<file path="src/rtl/cp0_pkg.sv">
package cp0_pkg;
  localparam int XLEN = 32;

  // status bit positions
  localparam int ST_IE  = 0;
  localparam int ST_EXL = 1;
  localparam int ST_ERL = 2;
  localparam int ST_UM  = 4;
  localparam int ST_NMI = 19;
  localparam int ST_SR  = 20;
  localparam int ST_BEV = 22;
  localparam int ST_CU0 = 28;

  // cause layout
  localparam int CA_BD       = 31;
  localparam int CA_CODE_LSB = 2;
  localparam int CODE_W      = 5;

  localparam logic [CODE_W-1:0] CODE_TLB_LOAD  = 5'd2;
  localparam logic [CODE_W-1:0] CODE_TLB_STORE = 5'd3;

  typedef enum logic [1:0] {
    EXC_GENERAL = 2'd0,
    EXC_NMI     = 2'd1,
    EXC_SOFTRST = 2'd2,
    EXC_DEBUG   = 2'd3
  } exc_kind_e;

  typedef enum logic [2:0] {
    REG_STATUS = 3'd0,
    REG_CAUSE  = 3'd1,
    REG_EPC    = 3'd2,
    REG_ERREPC = 3'd3,
    REG_DEPC   = 3'd4
  } reg_sel_e;

  typedef struct packed {
    logic [XLEN-1:0] status;
    logic [XLEN-1:0] cause;
    logic [XLEN-1:0] epc;
    logic [XLEN-1:0] errorepc;
    logic [XLEN-1:0] depc;
    logic            dm;
  } priv_state_t;
endpackage

</file>
<file path="src/rtl/cp0_mode_eval.sv">
module cp0_mode_eval #(
  parameter int IRQ_N = 8
) (
  input  logic             ie,
  input  logic             exl,
  input  logic             erl,
  input  logic             um,
  input  logic             dm,
  input  logic [IRQ_N-1:0] im,
  input  logic [IRQ_N-1:0] ip,
  output logic             irq_take,
  output logic             user_eff
);
  logic [IRQ_N-1:0] hit;
  logic             quiet;

  for (genvar i = 0; i < IRQ_N; i++) begin : g_line
    assign hit[i] = im[i] & ip[i];
  end

  assign quiet    = ~exl & ~erl & ~dm;
  assign irq_take = ie & quiet & (|hit);
  assign user_eff = um & quiet;
endmodule

</file>
<file path="src/rtl/cp0_trap_next.sv">
module cp0_trap_next
  import cp0_pkg::*;
#(
  parameter int              IRQ_N        = 8,
  parameter int              IP_LSB       = 8,
  parameter int              INSN_BYTES   = 4,
  parameter logic [XLEN-1:0] RESET_VEC    = 32'hBFC0_0000,
  parameter logic [XLEN-1:0] BOOT_BASE    = 32'hBFC0_0200,
  parameter logic [XLEN-1:0] RAM_BASE     = 32'h8000_0000,
  parameter logic [XLEN-1:0] DEBUG_VEC    = 32'hBFC0_0480,
  parameter logic [XLEN-1:0] COMMON_OFS   = 32'h0000_0180,
  parameter logic [XLEN-1:0] REFILL_OFS   = 32'h0000_0000,
  parameter logic [XLEN-1:0] STATUS_WMASK = 32'hF878_FF17
) (
  input  priv_state_t       cur,
  input  logic [XLEN-1:0]   pc_i,
  input  logic              in_ds_i,
  input  logic              exc_req_i,
  input  logic [1:0]        exc_kind_i,
  input  logic [CODE_W-1:0] exc_code_i,
  input  logic              tlb_refill_i,
  input  logic [IRQ_N-1:0]  irq_i,
  input  logic              ret_req_i,
  input  logic              dret_req_i,
  input  logic              wr_en_i,
  input  logic [2:0]        wr_sel_i,
  input  logic [XLEN-1:0]   wr_data_i,
  output priv_state_t       nxt,
  output logic              redir_v,
  output logic [XLEN-1:0]   redir_pc,
  output logic              ll_clr
);
  logic [XLEN-1:0] ret_addr;
  logic            refill_hit;
  logic [XLEN-1:0] gen_base;

  assign ret_addr   = in_ds_i ? (pc_i - INSN_BYTES[XLEN-1:0]) : pc_i;
  assign refill_hit = tlb_refill_i & ~cur.status[ST_EXL] &
                      ((exc_code_i == CODE_TLB_LOAD) || (exc_code_i == CODE_TLB_STORE));
  assign gen_base   = cur.status[ST_BEV] ? BOOT_BASE : RAM_BASE;

  always_comb begin
    nxt                       = cur;
    nxt.cause[IP_LSB +: IRQ_N] = irq_i;
    redir_v                   = 1'b0;
    redir_pc                  = RESET_VEC;
    ll_clr                    = 1'b0;
    if (exc_req_i) begin
      redir_v = 1'b1;
      case (exc_kind_e'(exc_kind_i))
        EXC_GENERAL: begin
          if (!cur.status[ST_EXL]) begin
            nxt.epc          = ret_addr;
            nxt.cause[CA_BD] = in_ds_i;
          end
          nxt.status[ST_EXL]                  = 1'b1;
          nxt.cause[CA_CODE_LSB +: CODE_W]    = exc_code_i;
          redir_pc = gen_base + (refill_hit ? REFILL_OFS : COMMON_OFS);
        end
        EXC_NMI, EXC_SOFTRST: begin
          nxt.errorepc       = ret_addr;
          nxt.status[ST_ERL] = 1'b1;
          nxt.status[ST_BEV] = 1'b1;
          if (exc_kind_e'(exc_kind_i) == EXC_NMI) nxt.status[ST_NMI] = 1'b1;
          else                                      nxt.status[ST_SR]  = 1'b1;
          redir_pc = RESET_VEC;
        end
        default: begin
          nxt.depc = ret_addr;
          nxt.dm   = 1'b1;
          redir_pc = DEBUG_VEC;
        end
      endcase
    end else if (ret_req_i) begin
      redir_v = 1'b1;
      ll_clr  = 1'b1;
      if (cur.status[ST_ERL]) begin
        redir_pc           = cur.errorepc;
        nxt.status[ST_ERL] = 1'b0;
      end else begin
        redir_pc           = cur.epc;
        nxt.status[ST_EXL] = 1'b0;
      end
    end else if (dret_req_i) begin
      redir_v  = 1'b1;
      ll_clr   = 1'b1;
      redir_pc = cur.depc;
      nxt.dm   = 1'b0;
    end else if (wr_en_i) begin
      case (reg_sel_e'(wr_sel_i))
        REG_STATUS: nxt.status   = wr_data_i & STATUS_WMASK;
        REG_EPC:    nxt.epc      = wr_data_i;
        REG_ERREPC: nxt.errorepc = wr_data_i;
        REG_DEPC:   nxt.depc     = wr_data_i;
        default:    ;
      endcase
    end
  end
endmodule

</file>
<file path="src/rtl/cp0_trap_ctrl.sv">
module cp0_trap_ctrl
  import cp0_pkg::*;
#(
  parameter int              IRQ_N        = 8,
  parameter int              IP_LSB       = 8,
  parameter int              INSN_BYTES   = 4,
  parameter logic [XLEN-1:0] RESET_VEC    = 32'hBFC0_0000,
  parameter logic [XLEN-1:0] BOOT_BASE    = 32'hBFC0_0200,
  parameter logic [XLEN-1:0] RAM_BASE     = 32'h8000_0000,
  parameter logic [XLEN-1:0] DEBUG_VEC    = 32'hBFC0_0480,
  parameter logic [XLEN-1:0] COMMON_OFS   = 32'h0000_0180,
  parameter logic [XLEN-1:0] REFILL_OFS   = 32'h0000_0000,
  parameter logic [XLEN-1:0] STATUS_WMASK = 32'hF878_FF17
) (
  input  logic              clk,
  input  logic              rst,
  input  logic [XLEN-1:0]   pc_i,
  input  logic              in_delay_slot_i,
  input  logic              exc_req_i,
  input  logic [1:0]        exc_kind_i,
  input  logic [CODE_W-1:0] exc_code_i,
  input  logic              tlb_refill_i,
  input  logic [IRQ_N-1:0]  irq_pending_i,
  input  logic              ret_req_i,
  input  logic              dret_req_i,
  input  logic              wr_en_i,
  input  logic [2:0]        wr_sel_i,
  input  logic [XLEN-1:0]   wr_data_i,
  input  logic [2:0]        rd_sel_i,
  input  logic              cp0_access_i,
  output logic [XLEN-1:0]   rd_data_o,
  output logic              redirect_valid_o,
  output logic [XLEN-1:0]   redirect_pc_o,
  output logic              irq_take_o,
  output logic              user_mode_o,
  output logic              dbg_mode_o,
  output logic              cu_fault_o,
  output logic              ll_clear_o
);
  localparam logic [XLEN-1:0] STATUS_RST = (XLEN'(1) << ST_BEV) | (XLEN'(1) << ST_ERL);

  priv_state_t     st_q, st_nxt;
  logic            redir_v, ll_clr;
  logic [XLEN-1:0] redir_pc;
  logic            take_nxt, user_nxt, take_cur, user_cur;
  logic [XLEN-1:0] rd_mux;

  cp0_trap_next #(
    .IRQ_N(IRQ_N), .IP_LSB(IP_LSB), .INSN_BYTES(INSN_BYTES),
    .RESET_VEC(RESET_VEC), .BOOT_BASE(BOOT_BASE), .RAM_BASE(RAM_BASE),
    .DEBUG_VEC(DEBUG_VEC), .COMMON_OFS(COMMON_OFS), .REFILL_OFS(REFILL_OFS),
    .STATUS_WMASK(STATUS_WMASK)
  ) i_next (
    .cur(st_q), .pc_i(pc_i), .in_ds_i(in_delay_slot_i),
    .exc_req_i(exc_req_i), .exc_kind_i(exc_kind_i), .exc_code_i(exc_code_i),
    .tlb_refill_i(tlb_refill_i), .irq_i(irq_pending_i),
    .ret_req_i(ret_req_i), .dret_req_i(dret_req_i),
    .wr_en_i(wr_en_i), .wr_sel_i(wr_sel_i), .wr_data_i(wr_data_i),
    .nxt(st_nxt), .redir_v(redir_v), .redir_pc(redir_pc), .ll_clr(ll_clr)
  );

  // mode of the state being loaded: drives the registered mode outputs
  cp0_mode_eval #(.IRQ_N(IRQ_N)) i_mode_nxt (
    .ie(st_nxt.status[ST_IE]), .exl(st_nxt.status[ST_EXL]),
    .erl(st_nxt.status[ST_ERL]), .um(st_nxt.status[ST_UM]), .dm(st_nxt.dm),
    .im(st_nxt.status[IP_LSB +: IRQ_N]), .ip(st_nxt.cause[IP_LSB +: IRQ_N]),
    .irq_take(take_nxt), .user_eff(user_nxt)
  );

  // mode of the present state: judges a coprocessor-0 access made now
  cp0_mode_eval #(.IRQ_N(IRQ_N)) i_mode_cur (
    .ie(st_q.status[ST_IE]), .exl(st_q.status[ST_EXL]),
    .erl(st_q.status[ST_ERL]), .um(st_q.status[ST_UM]), .dm(st_q.dm),
    .im(st_q.status[IP_LSB +: IRQ_N]), .ip(st_q.cause[IP_LSB +: IRQ_N]),
    .irq_take(take_cur), .user_eff(user_cur)
  );

  always_comb begin
    case (reg_sel_e'(rd_sel_i))
      REG_STATUS: rd_mux = st_q.status;
      REG_CAUSE:  rd_mux = st_q.cause;
      REG_EPC:    rd_mux = st_q.epc;
      REG_ERREPC: rd_mux = st_q.errorepc;
      REG_DEPC:   rd_mux = st_q.depc;
      default:    rd_mux = '0;
    endcase
  end

  always_ff @(posedge clk) begin
    if (rst) begin
      st_q             <= '{status: STATUS_RST, cause: '0, epc: '0,
                            errorepc: '0, depc: '0, dm: 1'b0};
      redirect_valid_o <= 1'b1;
      redirect_pc_o    <= RESET_VEC;
      irq_take_o       <= 1'b0;
      user_mode_o      <= 1'b0;
      dbg_mode_o       <= 1'b0;
      cu_fault_o       <= 1'b0;
      ll_clear_o       <= 1'b0;
      rd_data_o        <= '0;
    end else begin
      st_q             <= st_nxt;
      redirect_valid_o <= redir_v;
      redirect_pc_o    <= redir_pc;
      irq_take_o       <= take_nxt;
      user_mode_o      <= user_nxt;
      dbg_mode_o       <= st_nxt.dm;
      cu_fault_o       <= cp0_access_i & user_cur & ~st_q.status[ST_CU0];
      ll_clear_o       <= ll_clr;
      rd_data_o        <= rd_mux;
    end
  end

  logic unused_take_cur;
  assign unused_take_cur = take_cur;
endmodule

</file>
<file path="config.mk">
export PLATFORM = sky130hd
export DESIGN_NAME = cp0_trap_ctrl
export DESIGN_NICKNAME = d
export VERILOG_FILES = /design/src/rtl/cp0_pkg.sv /design/src/rtl/cp0_mode_eval.sv /design/src/rtl/cp0_trap_next.sv /design/src/rtl/cp0_trap_ctrl.sv
export SDC_FILE = /design/constraint.sdc
export NUM_CORES = 1
export LEC_CHECK = 0
export ABC_AREA = 1
export BUFFER_PORTS_ARGS = -buffer_cell sky130_fd_sc_hd__clkbuf_2
export CAP_MARGIN = 30
export CORE_UTILIZATION = 52
export CTS_CLUSTER_SIZE = 28
export DETAILED_ROUTE_END_ITERATION = 6
export PLACE_DENSITY = 0.71
export REMOVE_ABC_BUFFERS = 1
export SYNTH_ARGS = -nofsm -noshare
export SYNTH_HDL_FRONTEND = slang
export SYNTH_SLANG_ARGS = --single-unit
</file>
<file path="constraint.sdc">
create_clock -name clk -period 1.9 [get_ports clk]
set_input_delay 0.38 -clock clk [delete_from_list [all_inputs] [get_ports clk]]
set_output_delay 0.38 -clock clk [all_outputs]
set_load 0.005 [all_outputs]
</file>
==> results of run 1 <==
[metrics by stage]
step	hold slack, ns	TNS [ns]	util, %
2_1_floorplan	0.397	-33.09	-
3_3_place_gp	0.442	-0.0862	62.2
3_5_place_dp	0.446	-0.276	62.2
4_1_cts	0.0512	0	66.4
5_1_grt	0.0568	0	66.4
6_report	0.0610	0	66.4
[registers in the layout, summed over array words and instances, names as in the netlist]
name and cells:
rd_data_o 32, irq_take_o 1, redirect_valid_o 1, ll_clear_o 1, cu_fault_o 1, user_mode_o 1
redirect_pc_o 32, st_q 132
[report_power, final]
part           switching, mW  internal [mW]  total [mW]
clock network           1.77           2.79        4.56
registers              0.110           4.43        4.54
logic                  0.934          0.540        1.47
[how the worst max path moves through the flow]
| stage | depth (start not counted) | slack, ns | end |
|---|---|---|---|
| final | 9 | 0.34 | irq_take_o |
| after global routing | 11 | 0.25 | irq_take_o |
| after CTS | 6 | 0.45 | st_q[68] |
| after detailed placement | 11 | -0.07 | irq_take_o |
| after global placement | 9 | -0.06 | irq_take_o |
| after floorplan | 8 | -0.65 | st_q[2] |
[kinds of logic after synthesis]
logic type | after synthesis | share of synthesized area (%)
simple gates | 528 | 23.4
compound gates | 372 | 21.6
buf+inv | 290 | 11.9
flops | 201 | 41.2
xor+xnor | 16 | 1.43
fa+ha+maj | 4 | 0.512
[metal layers]
layer | up-vias | share of wire [%]
li1 | 4981 | -
met1 | 4773 | 42
met2 | 597 | 44
met3 | 97 | 10
met4 | 0 | 3.6
met5 | - | 0
[layout by cell type (no fill, tap or decap), types with 28 or more instances in the layout]
cell | Yosys | routed
inv_1 | 202 | 202
a221oi_1 | 28 | 28
a21oi_1 | 124 | 124
nor2_1 | 166 | 166
o21ai_0 | 106 | 106
o21ai_1 | 42 | 42
clkbuf_2 | 0 | 162
nand2_1 | 250 | 250
buf_4 | 5 | 71
dfxtp_1 | 201 | 201
nand3_1 | 66 | 66
[area by class of cell]
cell class | count | area share, %
inverter | 213 | 6.62
multi-input combinational | 920 | 38.0
timing repair buffer | 247 | 13.4
clock buffer | 29 | 5.02
tap | 229 | 2.37
clock inverter | 9 | 1.29
sequential | 201 | 33.3
[critical path: stages]
cell      delay (ns)
clkbuf_2        0.14
inv_2           0.06
buf_4           0.19
nor2_1          0.27
nand2_1         0.16
a21oi_1         0.18
a21boi_1        0.23
nand3_1         0.23
a21oi_1         0.17
==> results.yml, run 1 <==
run_status:
  outcome: "finished, violations left"
  violations: "DRC"
layout:
  post_layout_nonfiller_instances: 1848
  antenna_cells: 0
  area_growth_pct: 23.7
  multi_input_area_um2: 4590
  seq_area_um2: 4020
  num-fill-cells: 1702
  final_cell_area_um2: 12100
  nNetsFinal: 1703
  drive_above_1_share_pct: 19.8
cts:
  clk_latency_ns: 0.53
  post_cts_buffers: 0
  cts_num_sinks: 201
  clk_path_buf_depth: 3
  cts_hold_buf: 0
  ctsRootBufferMaster: "clkbuf_16"
  htreeDepth: 1
  path_clk_slew_ns: 0.06
  cts_tree: "built"
  cts_made_buffers: 22
  cts-resized-gates: 0
placed_design:
  place_congestion: 0.977
  place_area_um2: 11300
  dp_cells: 1810
  dp_slack_ns: -0.0711
  io_buffers: 163
  place_hpwl_um: 23900
timing:
  max_freq_ghz: 0.642
  layout_setup_ws_ns: 0.342
  min_period_ns: 1.56
  relSlewSlack_pct: 57.5
  fin_crit_sh_pct: 82.0
  rsz0062_at_grt: "no"
  hold_viol_final: 0
  fin_skew_ns: 0.0230
  max_slew.worst_pin.slew_ns: 0.637
  drv_slew: 0
  setup_viol: 0
synthesis:
  synth_largest_area_cell: "dfxtp_1"
  yosysMostFrequentCell: "nand2_1"
  ys.flop_type: "dfxtp_1"
  ys_ff_latch: 201
  ys_top_cells_by_count: "250 x nand2_1, 202 x inv_1, 201 x dfxtp_1"
  synthCells: 1411
  synth_edf_count: 0
  synth_area_um2: 9770
  ys.warnings.count: 0
  synth_seq_area_share_pct: 41.2
  async_flop_share_pct: 0
  yosysTopAreaCellShare_pct: 41.2
  ys_types: 51
  syn_avg_cell_area_um2: 6.92
  synthTopCellsByArea: "dfxtp_1 41%, nand2_1 9.6%, inv_1 7.8%"
die:
  num_rows: 49
  io_pins: 164
  start_util_pct: 53.7
  die_area_um2: 19300
  die_y_um: 139
  die_x_um: 139
  core_um2: 18200
worst_hold_path:
  hp-class: "input port to flip-flop"
  hold_end: "st_q[105]"
  min_from: "irq_pending_i[0]"
  hold_depth: 3
critical_path:
  crit_type: "input port to flip-flop"
  cp_max_fo: 10
  crit_path_end_kind: "flip-flop"
  r2r_cells: 6
  r2r_setup_slack_ns: 0.38
  r2r_start: "st_q[131]"
  r2r-end: "irq_take_o"
  worst-endpoint-required_ns: 2.34
  cp-startpoint: "dret_req_i"
  crit_arrival_ns: 2.00
  crit_path_start_kind: "input port"
pwr:
  power.ir.vdd_worst_mv: 0.633
  leakagePower_nw: 5.61
  fin_total_pwr_mw: 10.6
  power_density_nw_per_um2: 875
global_route:
  grt_pass1_vias: 9613
  use_met1_pct: 46.5
  met3_usage_pct: 6.18
  grt_max_degree: 54
  grtUsageTotal_pct: 34.5
  overflow: 0
  antenna_found_initial: 0
  grt_pass1_wl_um: 52000
  global_route.usage.met2_pct: 55.2
  grt-busiest-layer: "met2"
routing:
  dr_total_vias: 10400
  remaining_drc_errors: 28
  routed_wirelength_um: 33500
  viasPerCell: 5.65
  firstDrtPassIters: 7
  wire_per_inst_um: 18.1
  dr.first_iter.drc_count: 1044
  antenna_left: 0
job:
  cap_violations: 0
Power figures use the tool's default switching activity.
==> inputs of run 2 (changes only) <==
Settings changed: ABC_AREA 1 to 0, CORE_UTILIZATION 52 to 51, PLACE_DENSITY 0.71 to 0.72.
Clock period 1.9 ns to 1.35 ns, I/O delays scaled along.
==> run 2 against run 1 <==
Effect of this change:
- the run ends with setup timing left
- register-to-register slack got worse by 0.47 ns
- critical path depth did not move
- worst hold slack got worse by 0.052 ns
- total power rose by 45%
- sequential share of layout area fell by 5.1 points
- setup slack got worse by 0.60 ns
- global-route usage rose by 0.83 points
- clock power rose by 32%
- routed wire length rose by 22%
- core utilization rose by 12 points
- non-clock buffer count rose by 151
- first-iteration DRC count rose by 37%
- critical path type unchanged
- critical endpoint is now st_q[27]
==> results.yml, run 2 <==
run_status:
  outcome: "finished, violations left"
  violations: "setup timing"
cts:
  cts_num_sinks: 201
  clk_path_buf_depth: 3
  htreeDepth: 1
  ctsRootBufferMaster: "clkbuf_16"
  cts_tree: "built"
  clk_latency_ns: 0.51
  cts_made_buffers: 22
  cts_hold_buf: 0
  path_clk_slew_ns: 0.06
die:
  num_rows: 49
  io_pins: 164
  die_area_um2: 19500
  die_y_um: 140
  die_x_um: 140
  core_um2: 18300
  start_util_pct: 52.8
critical_path:
  crit_path_end_kind: "flip-flop"
  r2r_cells: 6
  max_stage_delay_ns: 0.35
  cp-startpoint: "pc_i[9]"
  cp.buffers_inverters: 4
  crit_path_start_kind: "input port"
  cpMaxStageDelayCell: "o31a_1"
  crit_type: "input port to flip-flop"
  worst-endpoint-required_ns: 1.73
  cp_max_fo: 8
  worstSetupPathDepth: 9
  r2r_start: "st_q[130]"
  crit_chain: "buf_8, nor4_4, buf_4, nand4_1, buf_12, buf_8, o31a_1, o21ai_1, a311oi_1"
  crit_arrival_ns: 1.99
  cp_common_cell: "buf_8"
  path_delay_family: "compound AO/OA/AOI/OAI gates"
layout:
  post_layout_nonfiller_instances: 1714
  largest_register_ffs: 132
  final_cell_area_um2: 14300
  num-fill-cells: 1083
  nNetsFinal: 1568
  drive_above_1_share_pct: 40.6
  top_regs: "st_q x132, rd_data_o x32, redirect_pc_o x32"
  final_common_cell: "dfxtp_1"
  area_growth_pct: 48.2
  multi_input_area_um2: 6010
  largest-register: "st_q"
  seq_area_um2: 4030
  utilization_pct: 78.3
  final_cell_mix: "198 x dfxtp_1, 178 x buf_4, 165 x nor2_1"
worst_hold_path:
  min_from: "wr_data_i[29]"
  hold_depth: 3
  hp-class: "input port to flip-flop"
pwr:
  leakagePower_nw: 5.83
  fin_total_pwr_mw: 15.4
  power.ir.vdd_worst_mv: 1.00
  power_density_nw_per_um2: 1080
routing:
  antenna_left: 0
  dr_total_vias: 11400
  firstDrtPassIters: 7
  remaining_drc_errors: 0
  viasPerCell: 6.68
  dr.first_iter.drc_count: 1428
  wire_per_inst_um: 23.9
  routed_wirelength_um: 41000
synthesis:
  ys.flop_type: "dfxtp_1"
  ys_top_cells_by_count: "201 x dfxtp_1, 191 x nor2_1, 115 x nand2_1"
  async_flop_share_pct: 0
  synthTopCellsByArea: "dfxtp_1 42%, nor2_1 7.4%, mux2i_1 4.8%"
  ys_ff_latch: 201
  ys.warnings.count: 0
  synth_edf_count: 0
  synth_area_um2: 9650
  synthCells: 1149
  synth_largest_area_cell: "dfxtp_1"
  synth_seq_area_share_pct: 41.7
  ys_types: 68
  yosysTopAreaCellShare_pct: 41.7
  syn_avg_cell_area_um2: 8.40
  yosysMostFrequentCell: "dfxtp_1"
timing:
  layout_setup_ws_ns: -0.259
  min_period_ns: 1.61
  fin_crit_sh_pct: 119
  setup_viol: 90
  max_slew.worst_pin.slew_ns: 0.522
  whs_ns: 0.00853
  fin_tns_setup_ns: -8.44
  relSlewSlack_pct: 65.1
  drv_slew: 0
  fin_skew_ns: 0.00806
  hold_viol_final: 0
  max_freq_ghz: 0.622
  rsz0062_at_grt: "yes"
global_route:
  antenna_found_initial: 1
  grt_pass1_vias: 10200
  grt_pass1_wl_um: 54200
  grtUsageTotal_pct: 35.3
  grt_max_degree: 66
  overflow: 0
placed_design:
  dp_slack_ns: -0.781
  dp_cells: 1611
  place_congestion: 0.914
  io_buffers: 163
  place_hpwl_um: 23100
  place_area_um2: 11900
job:
  cap_violations: 0
-- run 2: final timing paths --
check | endpoint | slack (ns)
worst max register to register | redirect_pc_o[7] | -0.09
worst min register to register | st_q[158] | 0.45
worst max-delay path | st_q[27] | -0.26
worst min-delay path | st_q[158] | 0.009
-- run 2: power breakdown --
part / internal [mW] / switching [mW] / total, mW
logic: 1.33 / 1.63 / 2.96
clock network: 3.57 / 2.43 / 6.01
registers: 6.21 / 0.203 / 6.41
-- run 2: per-layer routing --
| metal | vias to the layer above | track usage, % | wire length, um |
|---|---|---|---|
| li1 | 4858 | - | - |
| met1 | 5285 | 46.2 | 14700 |
| met2 | 1006 | 56.3 | 17900 |
| met3 | 298 | 5.20 | 5100 |
| met4 | 0 | 19.0 | 3260 |
| met5 | - | 0 | 0 |
-- run 2: final cells by class --
class	instances	area share [%]
Multi-Input combinational cell	838	42.0
Clock buffer	35	4.69
Sequential cell	201	28.2
Inverter	9	0.254
Timing Repair Buffer	398	22.5
Antenna cell	1	0.0175
Clock inverter	3	0.280
Tap cell	229	2.00
-- run 2: timing repair --
action,4_1_cts,5_1_grt
setup endpoints to repair,111,109
cloned,6,7
pin swaps,41,86
buffers inserted,23,35
resized for setup,86,189
-- run 2: kinds of logic after synthesis --
logic type | after synthesis | synth area share (%)
and+or+nand+nor | 433 | 20.9
xor gates and xnor gates | 11 | 0.999
DFF | 201 | 41.7
muxes | 70 | 7.57
buffers and inverters | 110 | 4.68
AOI/OAI and AO/OA | 320 | 23.6
adders and majority gates | 4 | 0.519
-- run 2: worst reg2reg max path: stages (launching register included) --
cell      delay (ns)
dfxtp_2         0.33
buf_6           0.12
buf_6           0.12
nor4b_2         0.20
nand3b_1        0.23
a21oi_2         0.22
a211oi_2        0.10
==> inputs of run 3 (changes only) <==
Settings changed: CORE_UTILIZATION 51 to 48, PLACE_DENSITY 0.72 to 0.69.
==> run 3 against run 2 <==
Effect of this change:
- the run ends with hold timing, setup timing left
- count of clock-buffer cells in the layout fell by 1
- via count shrank 3.7%
- die area is 6.2% higher
- routed wire length shrank 4.7%
- global-route usage is essentially flat
- setup slack improved by 0.093 ns
- largest power group unchanged
- highest routed layer unchanged
==> results.yml, run 3 (synthesis results as in run 2) <==
cts:
  htreeDepth: 1
  clk_latency_ns: 0.51
  cts_tree: "built"
  cts_made_buffers: 22
  path_clk_slew_ns: 0.06
  ctsRootBufferMaster: "clkbuf_16"
  clk_path_buf_depth: 3
  cts_num_sinks: 201
global_route:
  grt_pass1_wl_um: 55800
  antenna_found_initial: 0
  grt_max_degree: 56
  grtUsageTotal_pct: 35.3
  overflow: 0
  grt_pass1_vias: 10200
critical_path:
  r2r_setup_slack_ns: -0.09
  worst-endpoint-required_ns: 1.75
  crit_type: "input port to flip-flop"
  crit_path_start_kind: "input port"
  cp_max_fo: 6
  crit_arrival_ns: 1.91
  crit_path_end_kind: "flip-flop"
timing:
  relSlewSlack_pct: 67.3
  max_slew.worst_pin.slew_ns: 0.487
  setup_viol: 66
  hold_viol_final: 1
  min_period_ns: 1.52
  max_freq_ghz: 0.660
  fin_crit_sh_pct: 112
  drv_slew: 0
  whs_ns: -0.00135
  layout_setup_ws_ns: -0.166
  rsz0062_at_grt: "yes"
  fin_skew_ns: 0.00690
routing:
  antenna_left: 0
  dr.first_iter.drc_count: 1140
  viasPerCell: 6.31
  firstDrtPassIters: 5
  remaining_drc_errors: 0
  routed_wirelength_um: 39100
  dr_total_vias: 11000
  wire_per_inst_um: 22.4
die:
  die_area_um2: 20700
  die_x_um: 144
  core_um2: 19600
  io_pins: 164
  die_y_um: 144
  num_rows: 51
  start_util_pct: 49.2
placed_design:
  place_congestion: 0.926
  dp_cells: 1667
  io_buffers: 163
  place_hpwl_um: 24000
  place_area_um2: 12100
layout:
  nNetsFinal: 1567
  largest-register: "st_q"
  top_regs: "st_q x132, rd_data_o x32, redirect_pc_o x32"
  post_layout_nonfiller_instances: 1747
  seq_area_um2: 4030
  largest_register_ffs: 132
  final_cell_mix: "198 x dfxtp_1, 165 x nor2_1, 163 x buf_4"
  multi_input_area_um2: 6060
  antenna_cells: 0
  drive_above_1_share_pct: 41.0
  num-fill-cells: 1340
  final_common_cell: "dfxtp_1"
  area_growth_pct: 51.4
  final_cell_area_um2: 14600
pwr:
  leakagePower_nw: 5.96
  power_density_nw_per_um2: 1060
  p_sw_mw: 4.26
  p_int_mw: 11.2
  pwr-share-comb_pct: 19.3
  power.ir.vdd_worst_mv: 0.944
  p_clk_share_pct: 39.3
  power_frac_seq_pct: 41.4
  sw_frac_of_total_pct: 27.5
run_status:
  outcome: "finished, violations left"
  violations: "hold timing, setup timing"
worst_hold_path:
  hp-class: "input port to flip-flop"
job:
  cap_violations: 0
==> run 3: changes by cell type in the layout (fill, tap and decap cells not counted), sizes merged <==
cell,previous run,this run
bufbuf,0,2
buf,243,242
diode,1,0
dlygate4sd3,0,2
clkbuf,190,185
==> run 3: layout make-up <==
class | instances | area share (%)
Multi-Input combinational cell | 838 | 41.5
Clock buffer | 34 | 4.63
Inverter | 9 | 0.266
Timing Repair Buffer | 397 | 23.4
Tap cell | 265 | 2.27
Sequential cell | 201 | 27.6
Clock inverter | 3 | 0.274
==> run 3: final timing paths <==
check / from / end / depth (start not counted)
worst max-delay path: wr_en_i / irq_take_o / 7
worst min-delay path: exc_code_i[0] / st_q[99] / 3
worst max register to register: st_q[130] / st_q[88] / 6
worst min register to register: st_q[150] / st_q[150] / 2
==> run 3: timing repair <==
item / in CTS / in global routing
setup endpoints to repair: 128 / 116
gates cloned: 12 / 4
resized for setup: 124 / 167
pin swaps: 64 / 67
endpoints found under the hold margin: 2 / 0
buffers inserted: 15 / 17
hold buffers: 2 / 0
==> run 3: through the flow <==
step / worst slack, ns / TNS, ns / total power, mW / hold slack (ns) / util (%)
3_5_place_dp: -0.768 / -90.74 / 8.77 / 0.446 / 61.8
3_3_place_gp: -0.724 / -87.39 / 8.74 / 0.441 / 61.8
4_1_cts: -0.130 / -3.28 / 15.1 / 0.000664 / 70.5
6_report: -0.166 / -4.68 / 15.5 / -0.00135 / 74.6
2_1_floorplan: -2.24 / -176.40 / 7.44 / 0.339 / -
5_1_grt: -0.254 / -9.41 / 15.9 / 0.0144 / 74.6
==> run 3: layer usage <==
layer  track usage, %  share of wire, %  routed length (um)
met1             45.1                37               14400
met2             57.5                46               18000
met3             5.03                11                4220
met4             18.8               6.0                2360
met5                0                 0                   0
==> run 3: critical path, stage by stage <==
cell and delay (ns):
clkbuf_2 0.16, or4b_4 0.54, nor4_4 0.21, buf_6 0.20
mux2i_2 0.24, o2111a_1 0.23, a211oi_2 0.07
==> run 3: power by group through the flow <==
| stage | Sequential, mW | Clock (mW) | Combinational, mW |
|---|---|---|---|
| global placement | 6.50 | 0 | 2.24 |
| global route | 6.44 | 6.35 | 3.12 |
| finish | 6.41 | 6.08 | 2.99 |
| detailed placement | 6.51 | 0 | 2.26 |
| floorplan | 6.50 | 0 | 0.940 |
| CTS | 6.38 | 6.06 | 2.62 |
